--- config.mk ---
export PLATFORM = sky130hd
export DESIGN_NAME = inb_irq_status
export DESIGN_NICKNAME = d
export VERILOG_FILES = /design/src/rtl/inb_irq_pkg.sv /design/src/rtl/inb_irq_sticky.sv /design/src/rtl/inb_irq_mask.sv /design/src/rtl/inb_irq_route.sv /design/src/rtl/inb_irq_status.sv
export SDC_FILE = /design/constraint.sdc
export NUM_CORES = 1
export LEC_CHECK = 0
export CAP_MARGIN = 20
export CELL_PAD_IN_SITES_DETAIL_PLACEMENT = 0
export CELL_PAD_IN_SITES_GLOBAL_PLACEMENT = 1
export CORE_MARGIN = 2
export CORE_UTILIZATION = 20
export CTS_CLUSTER_DIAMETER = 120
export DETAILED_ROUTE_END_ITERATION = 16
export GPL_TIMING_DRIVEN = 0
export PLACE_DENSITY = 0.82
export SLEW_MARGIN = 20
export SYNTH_ARGS = -nofsm -noshare
export SYNTH_HDL_FRONTEND = slang
export SYNTH_SLANG_ARGS = --single-unit
--- constraint.sdc ---
create_clock -name clk -period 2.5 [get_ports clk]
set_input_delay 0.25 -clock clk [delete_from_list [all_inputs] [get_ports clk]]
set_output_delay 0.25 -clock clk [all_outputs]
set_load 0.01 [all_outputs]
--- src/rtl/inb_irq_pkg.sv ---
package inb_irq_pkg;

    localparam int NUM_SRC = 7;

    localparam int B_MSG0  = 0;
    localparam int B_MSG1  = 1;
    localparam int B_DBF   = 2;
    localparam int B_DBN   = 3;
    localparam int B_POST  = 4;
    localparam int B_QFULL = 5;
    localparam int B_INDEX = 6;

    typedef logic [NUM_SRC-1:0] src_vec_t;

    // status bits that are held by flops here (the rest are live mirrors)
    localparam src_vec_t STICKY_SET = src_vec_t'(7'b111_0011);
    // routing of status bits to the two processor lines
    localparam src_vec_t NORM_ROUTE = src_vec_t'(7'b010_1000);
    localparam src_vec_t FAST_ROUTE = ~NORM_ROUTE;

    typedef enum logic [1:0] {
        SEL_STATUS,
        SEL_MASK,
        SEL_NONE
    } reg_sel_e;

    typedef struct packed {
        logic index_wr;
        logic qfull_hit;
        logic post_wr;
        logic msg1_wr;
        logic msg0_wr;
    } evt_t;

    function automatic src_vec_t evt_to_vec(evt_t e);
        src_vec_t v;
        v          = '0;
        v[B_MSG0]  = e.msg0_wr;
        v[B_MSG1]  = e.msg1_wr;
        v[B_POST]  = e.post_wr;
        v[B_QFULL] = e.qfull_hit;
        v[B_INDEX] = e.index_wr;
        return v;
    endfunction

    function automatic src_vec_t mirror_vec(logic fast_any, logic norm_lvl);
        src_vec_t v;
        v        = '0;
        v[B_DBF] = fast_any;
        v[B_DBN] = norm_lvl;
        return v;
    endfunction

endpackage

--- src/rtl/inb_irq_sticky.sv ---
module inb_irq_sticky
    import inb_irq_pkg::*;
(
    input  logic     clk,
    input  logic     rst,
    input  src_vec_t set_vec,
    input  src_vec_t clr_vec,
    output src_vec_t held_q
);

    for (genvar i = 0; i < NUM_SRC; i++) begin : g_bit
        if (STICKY_SET[i]) begin : g_flop
            logic bit_q;
            always_ff @(posedge clk) begin
                if (rst) begin
                    bit_q <= 1'b0;
                end else if (set_vec[i]) begin
                    bit_q <= 1'b1;          // a set beats a same-cycle clear
                end else if (clr_vec[i]) begin
                    bit_q <= 1'b0;
                end
            end
            assign held_q[i] = bit_q;
        end else begin : g_none
            assign held_q[i] = 1'b0;
        end
    end

endmodule

--- src/rtl/inb_irq_mask.sv ---
module inb_irq_mask
    import inb_irq_pkg::*;
(
    input  logic     clk,
    input  logic     rst,
    input  logic     wr_en,
    input  src_vec_t wr_val,
    output src_vec_t mask_q
);

    always_ff @(posedge clk) begin
        if (rst) begin
            mask_q <= '0;
        end else if (wr_en) begin
            mask_q <= wr_val;
        end
    end

endmodule

--- src/rtl/inb_irq_route.sv ---
module inb_irq_route
    import inb_irq_pkg::*;
#(
    parameter src_vec_t ROUTE = '0
) (
    input  logic     clk,
    input  logic     rst,
    input  src_vec_t status,
    input  src_vec_t mask,
    output logic     irq_q
);

    logic pend;
    assign pend = |(status & ~mask & ROUTE);

    always_ff @(posedge clk) begin
        if (rst) begin
            irq_q <= 1'b0;
        end else begin
            irq_q <= pend;
        end
    end

endmodule

--- src/rtl/inb_irq_status.sv ---
module inb_irq_status
    import inb_irq_pkg::*;
#(
    parameter int DATA_W     = 32,
    parameter int ADDR_W     = 2,
    parameter int PTR_W      = 8,
    parameter int DB_W       = 4,
    parameter int STATUS_IDX = 0,
    parameter int MASK_IDX   = 1
) (
    input  logic              clk,
    input  logic              rst,
    input  logic              reg_wr,
    input  logic [ADDR_W-1:0] reg_addr,
    input  logic [DATA_W-1:0] reg_wdata,
    output logic [DATA_W-1:0] reg_rdata,
    input  logic              msg0_wr_evt,
    input  logic              msg1_wr_evt,
    input  logic              post_q_wr_evt,
    input  logic              index_wr_evt,
    input  logic [PTR_W-1:0]  ofq_head,
    input  logic [PTR_W-1:0]  ofq_tail,
    input  logic              ofq_full,
    input  logic [DB_W-1:0]   db_fast_bits,
    input  logic              db_norm_bit,
    output logic              irq_fast,
    output logic              irq_norm
);

    localparam int PAD_W = DATA_W - NUM_SRC;

    reg_sel_e sel;
    evt_t     evt;
    src_vec_t wr_low;
    src_vec_t set_vec;
    src_vec_t clr_vec;
    src_vec_t held_q;
    src_vec_t status_vec;
    src_vec_t mask_vec;
    logic     unused_wdata_hi;

    always_comb begin
        if (reg_addr == ADDR_W'(STATUS_IDX)) begin
            sel = SEL_STATUS;
        end else if (reg_addr == ADDR_W'(MASK_IDX)) begin
            sel = SEL_MASK;
        end else begin
            sel = SEL_NONE;
        end
    end

    assign wr_low          = reg_wdata[NUM_SRC-1:0];
    assign unused_wdata_hi = ^reg_wdata[DATA_W-1:NUM_SRC];

    always_comb begin
        evt.msg0_wr   = msg0_wr_evt;
        evt.msg1_wr   = msg1_wr_evt;
        evt.post_wr   = post_q_wr_evt;
        evt.index_wr  = index_wr_evt;
        evt.qfull_hit = ofq_full && (ofq_head == ofq_tail);
    end

    assign set_vec = evt_to_vec(evt);
    assign clr_vec = (reg_wr && sel == SEL_STATUS) ? (wr_low & STICKY_SET) : '0;

    inb_irq_sticky u_sticky (
        .clk     (clk),
        .rst     (rst),
        .set_vec (set_vec),
        .clr_vec (clr_vec),
        .held_q  (held_q)
    );

    inb_irq_mask u_mask (
        .clk    (clk),
        .rst    (rst),
        .wr_en  (reg_wr && sel == SEL_MASK),
        .wr_val (wr_low),
        .mask_q (mask_vec)
    );

    assign status_vec = held_q | mirror_vec(|db_fast_bits, db_norm_bit);

    inb_irq_route #(.ROUTE(FAST_ROUTE)) u_route_fast (
        .clk    (clk),
        .rst    (rst),
        .status (status_vec),
        .mask   (mask_vec),
        .irq_q  (irq_fast)
    );

    inb_irq_route #(.ROUTE(NORM_ROUTE)) u_route_norm (
        .clk    (clk),
        .rst    (rst),
        .status (status_vec),
        .mask   (mask_vec),
        .irq_q  (irq_norm)
    );

    always_comb begin
        unique case (sel)
            SEL_STATUS: reg_rdata = {{PAD_W{1'b0}}, status_vec};
            SEL_MASK:   reg_rdata = {{PAD_W{1'b0}}, mask_vec};
            default:    reg_rdata = '0;
        endcase
    end

endmodule

==> results.json <==
{
  "final.setup.tns_ps": 0,
  "rsz0062_at_grt": "false",
  "path_clk_slew_ps": 60,
  "synth.distinct_cells": 19,
  "htreeDepth": 1,
  "yosys-top-cells-count": "buf_4, nor2_1, dfxtp_1, mux2i_1, xnor2_1",
  "drt-initial-drc-count": 54,
  "die_area_mm2": 0.005455,
  "synth_top_family_by_area": "buffers and inverters",
  "synth-edff-count": 0,
  "synth_warnings": 0,
  "vias_per_cell": 3.440,
  "outcome": "finished clean",
  "cp-start-kind": "primary input",
  "muxShareOfSynthArea_pct": 14.36,
  "cts_hold_buf": 0,
  "cap_violations": 0,
  "finalInstanceArea_mm2": 0.001665,
  "ys.flop_type": "dfxtp_1",
  "yosys.area_share.simple_pct": 19.23,
  "die_w_um": 73.86,
  "final_hold_viol_count": 0,
  "synth.most_common_cell": "buf_4",
  "synth_top_cell_by_area": "dfxtp_1",
  "avgSynthCellArea_um2": 8.792,
  "fin_worst_skew_ps": 0.7124,
  "worst_hold_path_type": "reg2reg",
  "fp.dieH_um": 73.86,
  "fmax_mhz": 472.7,
  "cts-root-buf": "clkbuf_8",
  "netlist.area_leader.share_pct": 28.72,
  "required_ps": 2250,
  "antenna_left": 0,
  "gp_congestion": 0.7515,
  "drive_above_1_share_pct": 17.84,
  "setup_viol": 0,
  "routed_wl_mm": 2.281,
  "via_count": 867,
  "nNetsFinal": 249,
  "synth_compound_area_share_pct": 5.513,
  "ys_ff_latch": 14,
  "cp_max_fo": 2,
  "post_dp_cell_area_mm2": 0.001610,
  "clock-sinks": 14,
  "grt_first_pass_wirelength_mm": 3.525,
  "ioPinCount": 97,
  "layout.cells.non_filler": 252,
  "synth_area_um2": 975.9,
  "synth_fa_ha_area_share_pct": 0,
  "arrival_ps": 1870,
  "p_leak_nw": 0.7581,
  "place_inst": 248,
  "clk_latency_ps": 240,
  "num-fill-cells": 495,
  "area_delta_synth_final_pct": 70.64,
  "synth_async_sr_flop_share_pct": 0,
  "syn_inst": 111,
  "fin_crit_ps": 2116,
  "grt_max_degree": 11,
  "max-vdd-ir-drop_uv": 173.5,
  "clock_path_buffers": 2,
  "power_density_mw_per_mm2": 387.4,
  "grt_overflow": 0,
  "cts_tree": "done",
  "cts_setup_buffers": 0,
  "antenna_found_initial": 0,
  "io_buffer_count": 46,
  "grtUsageTotal_pct": 8.418,
  "cts_resized": 0,
  "wl_per_cell_um": 9.052,
  "num_rows": 25,
  "drc": 0,
  "core_mm2": 0.004723,
  "critical_path_class": "in2out",
  "dp_hpwl_mm": 1.900,
  "yosysSeqAreaShare_pct": 28.72,
  "period_share_pct": 84.62,
  "start_util_pct": 20.66,
  "grt_pass1_vias": 781,
  "antennaDiodeCount": 0,
  "ys_top_cells_by_area": "dfxtp_1, buf_4, mux2i_1, xnor2_1, nor2_1",
  "slew_viol_final": 0,
  "crit_path_end_kind": "output pin",
  "drtPass1Iterations": 6,
  "cts_buffers": 3,
  "synth_xor_area_share_pct": 7.179
}
[through the flow]
step	setup WS, ps	power [mW]	util [%]	hold WS, ps
4_1_cts	371.0	0.6524	35.26	493.2
2_1_floorplan	1281	0.3462	-	319.1
6_report	384.5	0.6451	35.26	489.9
5_1_grt	321.6	0.6814	35.26	516.6
3_3_place_gp	380.8	0.4338	34.09	481.3
3_5_place_dp	376.0	0.4347	34.09	481.6
[cells in the final DEF (no fill, tap or decap), drive strengths merged]
cell type,count
nand3b,3
xnor2,8
or4,1
clkdlybuf4s50,46
clkbuf,5
inv,4
a22oi,2
nand2b,3
nand3,1
nor2,18
a31oi,1
mux2i,14
conb,25
nand4bb,5
dfxtp,14
nand4,1
a21oi,5
buf,28
o31ai,1
[report_power, final]
part,total (mW),internal (mW),switching (mW)
clock network,0.215,0.139,0.0762
logic,0.189,0.121,0.0684
registers,0.241,0.234,0.00689
total,0.645,0.494,0.151
[sequential cells by signal, indices dropped and copies added (netlist names)]
name / count
u_mask.mask_q: 7
u_route_fast.irq_q: 1
u_route_norm.irq_q: 1
u_sticky.g_bit.g_flop.bit_q: 5
[area by class of cell]
type	count	area (um2)	share of cell area, %
plain buffers	29	225.2	13.52
clock buffers	4	55.05	3.306
inverters	4	15.01	0.9016
multi-input cells	88	545.5	32.76
flip-flops and latches	14	280.3	16.83
well taps	67	83.83	5.034
repair buffers	46	460.4	27.65
[per-layer routing]
layer  share of wire [%]  vias up  GRT usage (%)
met3                 6.0        2          1.509
met1                  39      368          9.992
li1                    -      467              -
met5                   0        -              0
met4                 1.4        0          3.636
met2                  53       30          14.68
[worst max-delay path, stage by stage]
cell,delay (ps)
clkdlybuf4s50_1,400
or4_4,540
mux2i_1,140
nor2_1,50
clkdlybuf4s50_1,480
[path summary, 6_finish.rpt]
check	from	to	slack, ps	cells past startpoint
setup / recovery	db_fast_bits[1]	reg_rdata[2]	380	5
hold / removal	u_sticky.g_bit[5].g_flop.bit_q$_SDFFE_PP0P_	u_route_norm.irq_q$_SDFF_PP0_	490	2
setup reg to reg	u_mask.mask_q[4]$_SDFFE_PP0P_	u_route_fast.irq_q$_SDFF_PP0_	1680	3
hold reg to reg	u_sticky.g_bit[5].g_flop.bit_q$_SDFFE_PP0P_	u_route_norm.irq_q$_SDFF_PP0_	490	2
[cells by family after synthesis]
logic type                after synthesis
buffers and inverters                  33
and+or+nand+nor                        32
muxes                                  14
DFF                                    14
AOI/OAI and AO/OA                       9
xor gates and xnor gates                8
other                                   1
Power figures use the tool's default switching activity.
